<file path="src/rtl/hsx_pkg.sv">
package hsx_pkg;
  localparam logic [1:0] SEL_PORT  = 2'd0;
  localparam logic [1:0] SEL_PDIR  = 2'd1;
  localparam logic [1:0] SEL_SHIFT = 2'd2;
  localparam logic [1:0] SEL_CTRL  = 2'd3;
  localparam int BIT_REQ    = 3;
  localparam int BIT_ACK    = 4;
  localparam int BIT_ACTIVE = 5;
  localparam int BIT_DIR    = 4;
endpackage

</file>
<file path="src/rtl/hsx_irq_delay.sv">
module hsx_irq_delay #(
  parameter int IRQ_DELAY = 75000
) (
  input  logic clk,
  input  logic rst,
  input  logic sched,
  input  logic immediate,
  output logic irq
);
  localparam int CW = $clog2(IRQ_DELAY + 1);
  logic [CW-1:0] cnt;
  logic          pend;
  logic          arm;

  assign arm = sched && !immediate;

  always_ff @(posedge clk) begin
    if (rst) begin
      cnt  <= '0;
      pend <= 1'b0;
      irq  <= 1'b0;
    end else begin
      irq <= (sched && immediate) || (pend && cnt == CW'(1) && !arm);
      if (arm) begin
        cnt  <= CW'(IRQ_DELAY);
        pend <= 1'b1;
      end else if (pend) begin
        if (cnt == CW'(1)) pend <= 1'b0;
        else cnt <= cnt - CW'(1);
      end
    end
  end

  // a waiting interrupt always has time left
  assert_pending_count_R9: assert property (@(posedge clk) disable iff (rst)
    pend |-> cnt != '0) else $error("pending interrupt with zero count");
endmodule

</file>
<file path="src/rtl/hsx_outbuf.sv">
module hsx_outbuf #(
  parameter int DEPTH = 16,
  localparam int AW = $clog2(DEPTH)
) (
  input  logic          clk,
  input  logic          we,
  input  logic [AW-1:0] waddr,
  input  logic [7:0]    wdata,
  input  logic [AW-1:0] raddr,
  output logic [7:0]    rdata
);
  logic [7:0] mem [DEPTH];
  always_ff @(posedge clk) begin
    if (we) mem[waddr] <= wdata;
    rdata <= mem[raddr];
  end
endmodule

</file>
<file path="src/rtl/hsx_inbuf.sv">
module hsx_inbuf #(
  parameter int DEPTH = 16,
  localparam int AW = $clog2(DEPTH)
) (
  input  logic          clk,
  input  logic          we,
  input  logic [AW-1:0] waddr,
  input  logic [7:0]    wdata,
  input  logic [AW-1:0] raddr,
  output logic [7:0]    rdata
);
  logic [7:0] mem [DEPTH];
  always_ff @(posedge clk) begin
    if (we) mem[waddr] <= wdata;
  end
  assign rdata = mem[raddr];
endmodule

</file>
<file path="src/rtl/hs_byte_xfer.sv">
module hs_byte_xfer
  import hsx_pkg::*;
#(
  parameter int DEPTH     = 16,
  parameter int IRQ_DELAY = 75000,
  localparam int AW = $clog2(DEPTH),
  localparam int IW = $clog2(DEPTH + 1)
) (
  input  logic          clk,
  input  logic          rst,
  input  logic          reg_we,
  input  logic [1:0]    reg_sel,
  input  logic [7:0]    reg_wdata,
  input  logic          in_wr_en,
  input  logic [AW-1:0] in_wr_addr,
  input  logic [7:0]    in_wr_data,
  input  logic          in_start,
  input  logic [IW-1:0] in_len,
  input  logic [AW-1:0] out_rd_addr,
  output logic [7:0]    out_rd_data,
  output logic [7:0]    portb_q,
  output logic [7:0]    shift_q,
  output logic          sr_irq,
  output logic          pkt_valid,
  output logic [IW-1:0] pkt_len
);
  localparam logic [IW-1:0] DEPTH_W = IW'(DEPTH);

  logic [7:0]    pdir_q;
  logic          dir_out_q;
  logic [IW-1:0] in_idx, in_cnt, out_idx;
  logic [7:0]    in_rd_data;

  logic          port_wr;
  logic [7:0]    nb;
  logic          req_n, sched, out_we, pkt_n;
  logic [IW-1:0] in_idx_n, in_cnt_n, out_idx_n;
  logic [7:0]    sr_n;
  logic [IW-1:0] len_clamped;

  assign port_wr     = reg_we && !in_start && reg_sel == SEL_PORT;
  assign len_clamped = (in_len > DEPTH_W) ? DEPTH_W : in_len;

  always_comb begin
    nb        = {reg_wdata[7:4], portb_q[BIT_REQ], reg_wdata[2:0]};
    req_n     = portb_q[BIT_REQ];
    in_idx_n  = in_idx;
    in_cnt_n  = in_cnt;
    out_idx_n = out_idx;
    sr_n      = shift_q;
    sched     = 1'b0;
    out_we    = 1'b0;
    pkt_n     = 1'b0;
    if (in_start) begin
      in_idx_n = '0;
      in_cnt_n = len_clamped;
      if (portb_q[BIT_ACTIVE] && len_clamped != '0) req_n = 1'b0;
      sched = 1'b1;
    end else if (port_wr) begin
      if (!nb[BIT_ACTIVE]) begin
        if (nb[BIT_ACTIVE:BIT_ACK] != portb_q[BIT_ACTIVE:BIT_ACK]) begin
          if (dir_out_q) begin
            if (out_idx < DEPTH_W) begin
              out_we    = 1'b1;
              out_idx_n = out_idx + IW'(1);
              sched     = 1'b1;
            end
          end else if (in_idx < in_cnt) begin
            sr_n     = in_rd_data;
            in_idx_n = in_idx + IW'(1);
            if (in_idx + IW'(1) == in_cnt) req_n = 1'b1;
            sched    = 1'b1;
          end
        end
      end else if (portb_q[BIT_ACTIVE] && nb[BIT_ACK] != portb_q[BIT_ACK]) begin
        req_n = nb[BIT_ACK];
        sched = 1'b1;
      end else begin
        if (!portb_q[BIT_ACTIVE]) begin
          sched = 1'b1;
          if (out_idx != '0) begin
            pkt_n     = 1'b1;
            out_idx_n = '0;
          end
        end
        if (in_idx < in_cnt) req_n = 1'b0;
      end
    end else if (reg_we && !in_start && reg_sel == SEL_SHIFT) begin
      sr_n = reg_wdata;
    end
  end

  always_ff @(posedge clk) begin
    if (rst) begin
      portb_q   <= 8'h38;
      pdir_q    <= 8'hFF;
      dir_out_q <= 1'b0;
      shift_q   <= 8'h00;
      in_idx    <= '0;
      in_cnt    <= '0;
      out_idx   <= '0;
      pkt_valid <= 1'b0;
      pkt_len   <= '0;
    end else begin
      if (port_wr) portb_q <= {nb[7:4], req_n, nb[2:0]};
      else         portb_q[BIT_REQ] <= req_n;
      if (reg_we && !in_start && reg_sel == SEL_PDIR) pdir_q <= reg_wdata;
      if (reg_we && !in_start && reg_sel == SEL_CTRL) dir_out_q <= reg_wdata[BIT_DIR];
      shift_q   <= sr_n;
      in_idx    <= in_idx_n;
      in_cnt    <= in_cnt_n;
      out_idx   <= out_idx_n;
      pkt_valid <= pkt_n;
      if (pkt_n) pkt_len <= out_idx;
    end
  end

  hsx_outbuf #(.DEPTH(DEPTH)) u_outbuf (
    .clk(clk), .we(out_we), .waddr(out_idx[AW-1:0]), .wdata(shift_q),
    .raddr(out_rd_addr), .rdata(out_rd_data));

  hsx_inbuf #(.DEPTH(DEPTH)) u_inbuf (
    .clk(clk), .we(in_wr_en), .waddr(in_wr_addr), .wdata(in_wr_data),
    .raddr(in_idx[AW-1:0]), .rdata(in_rd_data));

  hsx_irq_delay #(.IRQ_DELAY(IRQ_DELAY)) u_irq (
    .clk(clk), .rst(rst), .sched(sched), .immediate(pdir_q == 8'hFF),
    .irq(sr_irq));

  // the outbound count never passes the buffer depth
  assert_no_overflow_R8: assert property (@(posedge clk) disable iff (rst)
    out_idx <= DEPTH_W) else $error("outbound count beyond depth");

  // a packet pulse carries a length and a cleared count
  assert_pkt_len_R6: assert property (@(posedge clk) disable iff (rst)
    pkt_valid |-> (pkt_len != '0 && out_idx == '0)) else $error("bad packet pulse");

  // taking the last inbound byte leaves request deasserted
  assert_last_byte_req_R4: assert property (@(posedge clk) disable iff (rst)
    (in_cnt != '0 && in_idx == in_cnt && in_idx != $past(in_idx)) |-> portb_q[BIT_REQ])
    else $error("request low after last inbound byte");

  // the inbound index never runs past the packet length
  assert_in_idx_bound_R10: assert property (@(posedge clk) disable iff (rst)
    in_idx <= in_cnt) else $error("inbound index beyond length");
endmodule

</file>
<file path="config.mk">
export PLATFORM = sky130hd
export DESIGN_NAME = hs_byte_xfer
export DESIGN_NICKNAME = d
export VERILOG_FILES = /design/src/rtl/hsx_pkg.sv /design/src/rtl/hsx_irq_delay.sv /design/src/rtl/hsx_outbuf.sv /design/src/rtl/hsx_inbuf.sv /design/src/rtl/hs_byte_xfer.sv
export SDC_FILE = /design/constraint.sdc
export NUM_CORES = 1
export LEC_CHECK = 0
export BUFFER_PORTS_ARGS = -buffer_cell sky130_fd_sc_hd__buf_2
export CELL_PAD_IN_SITES_DETAIL_PLACEMENT = 0
export CELL_PAD_IN_SITES_GLOBAL_PLACEMENT = 2
export CORE_MARGIN = 5
export CORE_UTILIZATION = 35
export DETAILED_ROUTE_END_ITERATION = 10
export PLACE_DENSITY_LB_ADDON = 0.1
export SLEW_MARGIN = 0
export SYNTH_ARGS = -nofsm -noshare
export SYNTH_HDL_FRONTEND = slang
export SYNTH_SLANG_ARGS = --single-unit
</file>
<file path="constraint.sdc">
create_clock -name clk -period 2.6 [get_ports clk]
set_input_delay 0.52 -clock clk [delete_from_list [all_inputs] [get_ports clk]]
set_output_delay 0.52 -clock clk [all_outputs]
set_load 0.005 [all_outputs]
</file>
# ---- After elaboration in Yosys (flattened, before gate mapping)
# Memories as Yosys holds them, arrays and structs flattened. A register that Yosys moved wholly into a read port is not among the register bits.
# Index checks and enable logic that the tools add are counted.
# W data, S select, Z words.
dict set report totals {
  register_bits 65
  ramBits 256
  elab_cells 136
  n_memories 2
}
dict set report op_classes {
  add_sub_neg 3
  magnitude_cmp 3
  n_eq_ne 18
  muxes 56
  bitwise_logic 4
  n_reduce_logical 36
}
# name depth word_bits read_ports rd_ports_with_merged_regs wr line
set memory_table {}
lappend memory_table {u_inbuf.mem 16 8 1 1 1 hsx_inbuf.sv:12} ;# logic [7:0] mem [DEPTH];
lappend memory_table {u_outbuf.mem 16 8 1 1 1 hsx_outbuf.sv:12} ;# logic [7:0] mem [DEPTH];
# op n
set op_table {}
lappend op_table {{$mux W17} 3}
lappend op_table {{$mux W8} 6}
lappend op_table {{$mux W5} 8}
lappend op_table {{$mux W1} 37}
lappend op_table {{$eq A17 B1 Y1 const B} 1}
lappend op_table {{$sub A17 B1 Y17 const B} 1}
lappend op_table {{$reduce_bool A2 Y1} 6}
lappend op_table {{$reduce_bool A3 Y1} 4}
lappend op_table {{$logic_and A1 B1 Y1} 11}
lappend op_table {{$add A5 B1 Y5 const B} 2}
lappend op_table {{$ne A2 B1 Y1 const B} 5}
lappend op_table {{$reduce_bool A5 Y1} 2}
lappend op_table {{$eq A8 B8 Y1 const B} 1}
lappend op_table {{$mux W4} 2}
lappend op_table {{$ne A2 B2 Y1 const B} 4}
lappend op_table {{$reduce_and A8 Y1} 1}
lappend op_table {{$reduce_and A7 Y1} 1}
lappend op_table {{$reduce_and A6 Y1} 1}
lappend op_table {{$eq A5 B5 Y1} 1}
lappend op_table {{$gt A5 B5 Y1 const B} 1}
lappend op_table {{$lt A5 B5 Y1} 1}
lappend op_table {{$lt A5 B5 Y1 const B} 1}
lappend op_table {{$reduce_and A5 Y1} 1}
lappend op_table {{$eq A2 B2 Y1 const B} 2}
lappend op_table {{other kinds (10)} 17}

# ---- Logic depth before layout (Yosys ltp)
# Gate-level depths: netlist (run 1).
dict set report logic_depth {
  depth_word 11
  depth_mapped 9
  ltp_nobuf 8
}

# ---- Modules after synthesis
# Synthesis (run 1) repeated with hierarchy kept, for this count alone.
dict set report unflattened {
  hier_cells 817
  hier_area_um2 13419.1
}
# module n_inst cells_each area_each_um2 seq_area_each_um2
set modules_own_cells {}
lappend modules_own_cells {hsx_outbuf 1 229 5147.4 4003.8}
lappend modules_own_cells {hsx_inbuf 1 221 4987.3 3843.7}
lappend modules_own_cells {hs_byte_xfer 1 254 2297.2 920.9}
lappend modules_own_cells {hsx_irq_delay 1 113 987.2 380.4}

# ---- Worst setup path after synthesis (run 1)
# Ideal clock, no wire load.
dict set report synth_timing {
  path_type {input-to-reg}
  start {input port in_start}
  end {memory u_outbuf.mem[2][0] (enable)}
  arrival_ns 2.419
  t_required_ns 2.217
  path_slack_ns -0.202
  stages 6
  n_path_buf 1
  path_cell_list {or4b_1 clkbuf_1 a21o_1 nor3b_1 nand2_1 nor3_1}
}
dict set report synth_via {
  elab_chain_cells 7
}
# element line
set synth_lines {}
lappend synth_lines {{from (decl)} hs_byte_xfer.sv:17} ;# input logic in_start,
lappend synth_lines {{$logic_not A1 Y1} hs_byte_xfer.sv:41} ;# assign port_wr = reg_we && !in_start && reg_sel == SEL_PORT;
lappend synth_lines {{$logic_and A1 B1 Y1 (2 in a row)} hs_byte_xfer.sv:41}
lappend synth_lines {{$mux W1} hs_byte_xfer.sv:59} ;# end else if (port_wr) begin
lappend synth_lines {{$mux W1 (*)} hs_byte_xfer.sv:54} ;# if (in_start) begin
lappend synth_lines {{$mux W1 (*)} hsx_outbuf.sv:14} ;# if (we) mem[waddr] <= wdata;
lappend synth_lines {{$mux W1 (implied by the code) (*)} hsx_outbuf.sv:14}
lappend synth_lines {{to (decl)} hsx_outbuf.sv:12}
# Every way passes the cells marked *; elsewhere a longest branch is shown, timed or not.

# ---- Final worst setup path (run 1)
dict set report layout_timing {
  start {register in_cnt[1]}
  end {register u_irq.cnt[4]}
}
dict set report layout_via {
  elab_chain_cells 10
}
# element line
set layout_lines {}
lappend layout_lines {{from (decl)} hs_byte_xfer.sv:31} ;# logic [IW-1:0] in_idx, in_cnt, out_idx;
lappend layout_lines {{from (signal assigned)} hs_byte_xfer.sv:111} ;# in_cnt <= in_cnt_n;
lappend layout_lines {{$lt A5 B5 Y1 (*)} hs_byte_xfer.sv:68} ;# end else if (in_idx < in_cnt) begin
lappend layout_lines {{$mux W1 (*)} hs_byte_xfer.sv:68}
lappend layout_lines {{$mux W1 (*)} hs_byte_xfer.sv:62} ;# if (dir_out_q) begin
lappend layout_lines {{$mux W1 (*)} hs_byte_xfer.sv:61} ;# if (nb[BIT_ACTIVE:BIT_ACK] != portb_q[BIT_ACTIVE:BIT_ACK]) begin
lappend layout_lines {{$mux W1 (*)} hs_byte_xfer.sv:60} ;# if (!nb[BIT_ACTIVE]) begin
lappend layout_lines {{$mux W1 (*)} hs_byte_xfer.sv:59}
lappend layout_lines {{$mux W1 (*)} hs_byte_xfer.sv:54}
lappend layout_lines {{$logic_and A1 B1 Y1 (*)} hsx_irq_delay.sv:15} ;# assign arm = sched && !immediate;
lappend layout_lines {{$ne A2 B1 Y1 (no source line) or $reduce_bool A2 Y1 (tied branches)} --}
lappend layout_lines {{$reduce_and A2 Y1 (no source line)} --}
lappend layout_lines {{to (signal assigned)} hsx_irq_delay.sv:25} ;# cnt <= CW'(IRQ_DELAY);
lappend layout_lines {{to (signal assigned)} hsx_irq_delay.sv:29} ;# else cnt <= cnt - CW'(1);
lappend layout_lines {{to (decl)} hsx_irq_delay.sv:11} ;# logic [CW-1:0] cnt;
# Marked as above.
# A chain may end at the register's enable or synchronous reset.

==> results of run 1 <==
[routing by layer]
metal / vias to the layer above / global-route usage, %
li1: 3348 / -
met1: 3680 / 21.0
met2: 166 / 24.8
met3: 50 / 2.48
met4: 2 / 4.46
met5: - / 0
[cell families after synthesis]
| group | count (synthesis) |
|---|---|
| flops | 333 |
| simple gates | 197 |
| mux | 104 |
| compound gates | 66 |
| buf+inv | 47 |
| xor+xnor | 28 |
| fa+ha+maj | 12 |
[cell usage in the layout, fill, tap and decap left out, drive strengths merged, types with 4 or more instances in the layout]
cell,n
mux2,5
nor3b,4
o22ai,15
or3,7
mux4,74
ha,12
edfxtp,256
xor2,15
nor2,68
nand2b,6
nand3,11
buf,135
nand4,6
a211oi,5
clkinv,11
mux2i,25
xnor2,13
o21ai,7
a21oi,24
inv,12
nand2,51
clkbuf,52
dfxtp,77
nor3,19
nand3b,7
[state kept, by name (all words and copies together), names as in the netlist, named ones only]
signal          flops
pkt_len             5
shift_q             8
out_idx             5
u_irq.cnt          17
u_outbuf.mem      128
dir_out_q           1
in_idx              5
pkt_valid           1
u_irq.irq           1
u_irq.pend          1
u_inbuf.mem       128
in_cnt              5
pdir_q              8
u_outbuf.rdata      8
portb_q             8
[power by group through the flow]
stage / clock network (mW) / logic [mW] / registers [mW]
after global placement: 0 / 0.656 / 5.98
after CTS: 5.32 / 0.669 / 5.88
final: 5.15 / 0.656 / 5.88
after detailed placement: 0 / 0.667 / 5.99
after floorplan: 0 / 0.386 / 5.98
after global routing: 5.55 / 0.726 / 5.89
[cells in the mapped netlist, drive strengths merged, types with 3 or more instances]
| cell | n | share of area [%] |
|---|---|---|
| edfxtp | 256 | 58 |
| dfxtp | 77 | 12 |
| mux4 | 74 | 13 |
| nor2 | 68 | 1.9 |
| nand2 | 51 | 1.5 |
| mux2i | 25 | 1.9 |
| a21oi | 24 | 0.91 |
| clkbuf | 22 | 0.63 |
| nor3 | 19 | 0.72 |
| o22ai | 15 | 0.71 |
| xor2 | 15 | 1.0 |
| buf | 13 | 0.47 |
| xnor2 | 13 | 0.87 |
| ha | 12 | 1.1 |
| inv | 12 | 0.34 |
| nand3 | 11 | 0.42 |
| nand3b | 7 | 0.40 |
| o21ai | 7 | 0.32 |
| or3 | 7 | 0.33 |
| nand2b | 6 | 0.29 |
| nand4 | 6 | 0.29 |
| a211oi | 5 | 0.29 |
| mux2 | 5 | 0.43 |
| nor3b | 4 | 0.23 |
| a31oi | 3 | 0.14 |
| and2 | 3 | 0.14 |
| nand4b | 3 | 0.20 |
| nor4b | 3 | 0.36 |
| o211ai | 3 | 0.17 |
[metrics by stage]
| step | hold slack, ns | setup TNS, ns | utilization, % |
|---|---|---|---|
| finish | 0.283 | 0 | 42.3 |
| global route | 0.269 | 0 | 42.3 |
| CTS | 0.255 | 0 | 42.3 |
| detailed placement | 0.449 | -0.317 | 39.0 |
| global placement | 0.443 | -0.963 | 39.0 |
| floorplan | 0.441 | -6.45 | - |
[cell type report]
| cell class | count | area share [%] |
|---|---|---|
| Timing Repair Buffer | 135 | 5.84 |
| Tap cell | 511 | 4.04 |
| Sequential cell | 333 | 58.4 |
| Clock inverter | 15 | 0.767 |
| Multi-Input combinational cell | 407 | 23.8 |
| Inverter | 12 | 0.285 |
| Clock buffer | 52 | 6.94 |
[worst paths after layout]
kind                            slack, ns    startpoint  cells past startpoint      endpoint
worst max-delay path                 0.16     in_cnt[1]                      8  u_irq.cnt[4]
worst min-delay path                 0.28  reg_wdata[0]                      3    portb_q[0]
worst max register to register       0.16     in_cnt[1]                      8  u_irq.cnt[4]
worst min register to register       0.45    portb_q[0]                      2    portb_q[0]
[critical path, delay by kind of cell (launching register included)]
family / cells / cell delay [ns]
fa+ha+maj: 1 / 0.26
compound gates: 4 / 1.10
flops: 1 / 0.35
simple gates: 2 / 0.60
buf+inv: 1 / 0.07
==> reports/metrics.yaml, run 1 <==
run_status:
  run_status: "finished clean"
route:
  vias: 7246
  drtIter0Drc: 291
  wire_per_inst_um: 21.3
  wl_met1_mm: 14.1
  ant_nets: 0
  via_per_inst: 4.95
  drt-pass1-iter-count: 4
  wl_met2_mm: 15.3
  highest_layer: "met5"
  drt-total-wl_mm: 31.3
  dr_wl_met3_mm: 1.09
  drc: 0
floorplanning:
  io-pin-count: 67
  start_util_pct: 35.2
  dieArea_um2: 41600
  fp.dieH_um: 204
  die_w_um: 204
  rows: 71
  core-area_um2: 37400
global_routing:
  grt_pass1_wl_mm: 47.7
  grt_max_degree: 33
  antenna_found_initial: 1
  grt_pass1_vias: 7524
  grt_overflow: 0
  grt_use_total_pct: 15.1
pwr:
  pwr-share-comb_pct: 5.6
  intPower_mw: 9.24
  swShare_pct: 20.9
  irDropWorstVdd_v: 0.000397
  power_mw: 11.7
  p_per_area_nw_per_um2: 739
  p_switching_mw: 2.45
  clockPowerShare_pct: 44.1
  p_seq_share_pct: 50.3
  p_leak_nw: 5.21
clock_network:
  cts-resized-gates: 0
  cts_tree: "yes"
  clockBufferDepth: 3
  path_clk_slew_ns: 0.06
  h-tree-depth: 2
  postCtsSetupBuffers: 0
  postCtsHoldBufs: 0
  cts_root_buffer: "clkbuf_16"
  cts.sinks: 333
  clk_latency_ns: 0.53
  cts_buffers: 38
sta:
  finalCriticalPeriod_ns: 2.44
  worst_slack_ns: 0.158
  rsz0062_at_grt: "no"
  relSlewSlack_pct: 53.6
  setup_violations: 0
  fmax_mhz: 409
  period_share_pct: 93.9
  hold_viol: 0
  tightest_slew_ns: 0.694
  skew_ns: 0.0225
  finalMaxSlewViolations: 0
critical_path:
  worstSetupStartpointType: "flip-flop"
  critPathKind: "reg -> reg"
  path_cells: "inv_1 > ha_1 > nor2b_1 > o2111ai_1 > a21oi_1 > o31a_1 > or2_0 > a21oi_1"
  required_ns: 3.04
  cpPeakStageDelay_ns: 0.47
  critPathMaxFanout: 9
  arrival_ns: 2.88
  crit_top_cell: "a21oi_1"
  end_kind: "flip-flop"
  cpMaxStageDelayCell: "or2_0"
layout:
  n_antenna_cell: 0
  fin_cells: 1465
  nets: 975
  fill_cells: 3349
  stdcell_area_um2: 15800
  multi_input_area_um2: 3760
  drive_above_1_share_pct: 28.6
  area_growth_pct: 20.2
  seq_area_um2: 9230
synth:
  avgSynthCellArea_um2: 16.7
  yosys.area_share.simple_pct: 7.34
  synth_xor_area_share_pct: 1.86
  ys_seq_elements: 333
  async_reset_ff_share_pct: 0
  synth_compound_area_share_pct: 3.11
  synth_fa_ha_area_share_pct: 1.14
  syn_inst: 787
  syn_nets: 835
  muxShareOfSynthArea_pct: 15.0
  synth_flop_cell: "edfxtp_1"
  seq_area_frac_synth_pct: 70.1
  ys_types: 47
  synth_top_family_by_area: "multiplexers"
  synth_area_um2: 13200
  yosys_warnings: 0
  synth_edf_count: 256
place:
  portBuffers: 66
  gp_congestion: 0.805
  hpwlAfterDp_mm: 21.2
  place_ws_ns: -0.0367
  place_inst: 1398
  dpl_cell_area_um2: 14600
job:
  max-cap-violations: 0
worst_hold_path:
  min_path_type: "in -> reg"
Power figures use the tool's default switching activity.
==> inputs of run 2 (changes only) <==
--- a/config.mk
+++ b/config.mk
@@ -10,9 +10,11 @@
 export CELL_PAD_IN_SITES_GLOBAL_PLACEMENT = 2
 export CORE_MARGIN = 5
 export CORE_UTILIZATION = 35
+export CTS_BUF_LIST = sky130_fd_sc_hd__clkbuf_4
 export DETAILED_ROUTE_END_ITERATION = 10
 export PLACE_DENSITY_LB_ADDON = 0.1
 export SLEW_MARGIN = 0
 export SYNTH_ARGS = -nofsm -noshare
 export SYNTH_HDL_FRONTEND = slang
 export SYNTH_SLANG_ARGS = --single-unit
+export TNS_END_PERCENT = 10
==> reports/metrics.yaml, run 2 (synthesis gave the netlist of run 1 again) <==
run_status:
  run_status: "finished clean"  # unchanged
worst_hold_path:
  min_path_type: "in -> reg"  # unchanged
  hold_start: "reg_wdata[3]"  # was reg_wdata[0]
place:
  hpwlAfterDp_mm: 21.2  # unchanged
  gp_congestion: 0.805  # unchanged
  portBuffers: 66  # unchanged
layout:
  final_common_cell: "edfxtp_1"  # unchanged
  final_core_util_pct: 42.4  # was 42.3%
  nets: 1030  # was 975
  area_growth_pct: 20.6  # was 20.2%
  fill_cells: 3402  # was 3349
  drive_above_1_share_pct: 35.1  # was 28.6%
  reg_top3: "u_inbuf.mem x128, u_outbuf.mem x128, u_irq.cnt x17"  # unchanged
  layout_common_cells: "256 x edfxtp_1, 142 x clkbuf_4, 76 x dfxtp_1"  # was 256 x edfxtp_1, 76 x dfxtp_1, 74 x mux4_2
critical_path:
  required_ns: 3.26  # was 3.04 ns
  worstSetupStartpointType: "flip-flop"  # unchanged
  arrival_ns: 3.06  # was 2.88 ns
  startpoint: "in_cnt[1]"  # unchanged
  critPathMaxFanout: 9  # unchanged
  end_kind: "flip-flop"  # unchanged
  critPathKind: "reg -> reg"  # unchanged
  reg2reg_from: "in_cnt[1]"  # unchanged
global_routing:
  grt_overflow: 0  # unchanged
  grt_max_degree: 33  # unchanged
  grt_pass1_wl_mm: 48.8  # was 47.7 mm
  grt_use_total_pct: 15.6  # was 15.1%
  grt_pass1_vias: 8054  # was 7524
  antenna_found_initial: 2  # was 1
pwr:
  p_leak_nw: 5.37  # was 5.21 nW
  power_mw: 11.4  # was 11.7 mW
  p_per_area_nw_per_um2: 721  # was 739 nW/µm²
  irDropWorstVdd_v: 0.000347  # was 0.000397 V
clock_network:
  cts-resized-gates: 0  # unchanged
  postCtsHoldBufs: 3  # was 0
  path_clk_slew_ns: 0.06  # about the same
  cts_tree: "yes"  # unchanged
  cts_buffers: 90  # was 38
  clockBufferDepth: 3  # unchanged
  cts.sinks: 333  # unchanged
  cts_root_buffer: "clkbuf_4"  # was clkbuf_16
  clk_latency_ns: 0.76  # was 0.53 ns
  postCtsSetupBuffers: 0  # unchanged
  h-tree-depth: 3  # was 2
sta:
  hold_viol: 0  # unchanged
  finalMaxSlewViolations: 0  # unchanged
  relSlewSlack_pct: 59.0  # was 53.6%
  rsz0062_at_grt: "no"  # unchanged
  tightest_slew_ns: 0.613  # was 0.694 ns
  skew_ns: 0.0738  # was 0.0225 ns
  period_share_pct: 92.4  # was 93.9%
  finalCriticalPeriod_ns: 2.40  # was 2.44 ns
  setup_violations: 0  # unchanged
  fmax_mhz: 416  # was 409 MHz
floorplanning:
  start_util_pct: 35.2  # unchanged
  dieArea_um2: 41600  # unchanged
  core-area_um2: 37400  # unchanged
  io-pin-count: 67  # unchanged
  die_w_um: 204  # unchanged
  rows: 71  # unchanged
  fp.dieH_um: 204  # unchanged
route:
  drtIter0Drc: 331  # was 291
  drt-total-wl_mm: 31.8  # was 31.3 mm
  drc: 0  # unchanged
  ant_nets: 0  # unchanged
  drt-pass1-iter-count: 5  # was 4
  wire_per_inst_um: 20.3  # was 21.3 µm
  via_per_inst: 4.81  # was 4.95
  vias: 7537  # was 7246
job:
  max-cap-violations: 0  # unchanged
-- run 2: layer usage --
metal  GRT usage [%]  wire length (µm)
met3            3.60              1600
met5               0                 7
met2            25.3             15700
met1            20.4             13700
met4            6.07               741
-- run 2: final cells by class --
class                      instances  area [µm²]  share of cell area [%]
antenna                            1        2.50                  0.0158
multi-input combinational        407        3760                    23.7
clock buffer                     142        1070                    6.72
tap                              511         639                    4.03
clock inverter                    24         179                    1.13
timing repair buffer             138         953                    6.01
inverter                          12        45.0                   0.284
sequential                       333        9230                    58.1
-- run 2: per-stage QoR --
step                std cells  setup WS [ns]  instance area (µm²)  hold slack, ns  TNS [ns]
global placement         1398        -0.0567                14600           0.443    -0.963
floorplan                 787         -0.202                13200           0.441     -6.45
finish                   1568          0.198                15900          0.0867         0
detailed placement       1398        -0.0367                14600           0.449    -0.317
CTS                      1567          0.260                15900         0.00709         0
global route             1568         0.0234                15900          0.0416         0
-- run 2: worst paths after layout --
path                                     end  slack (ns)  depth (start not counted)
worst max register to register  u_irq.cnt[4]        0.20                          8
worst max-delay path            u_irq.cnt[4]        0.20                          8
worst min register to register    portb_q[2]        0.45                          2
worst min-delay path               pdir_q[3]        0.09                          3
-- run 2: power breakdown --
group          internal, mW  switching (mW)
registers              5.81          0.0585
clock network          2.78            2.14
logic                 0.285           0.373
-- run 2: critical path, stage by stage, from the launching register on --
cell	delay (ns)
dfxtp_1	0.35
inv_1	0.07
ha_1	0.26
nor2b_1	0.13
o2111ai_1	0.38
a21oi_1	0.12
o31a_1	0.36
or2_0	0.46
a21oi_1	0.22
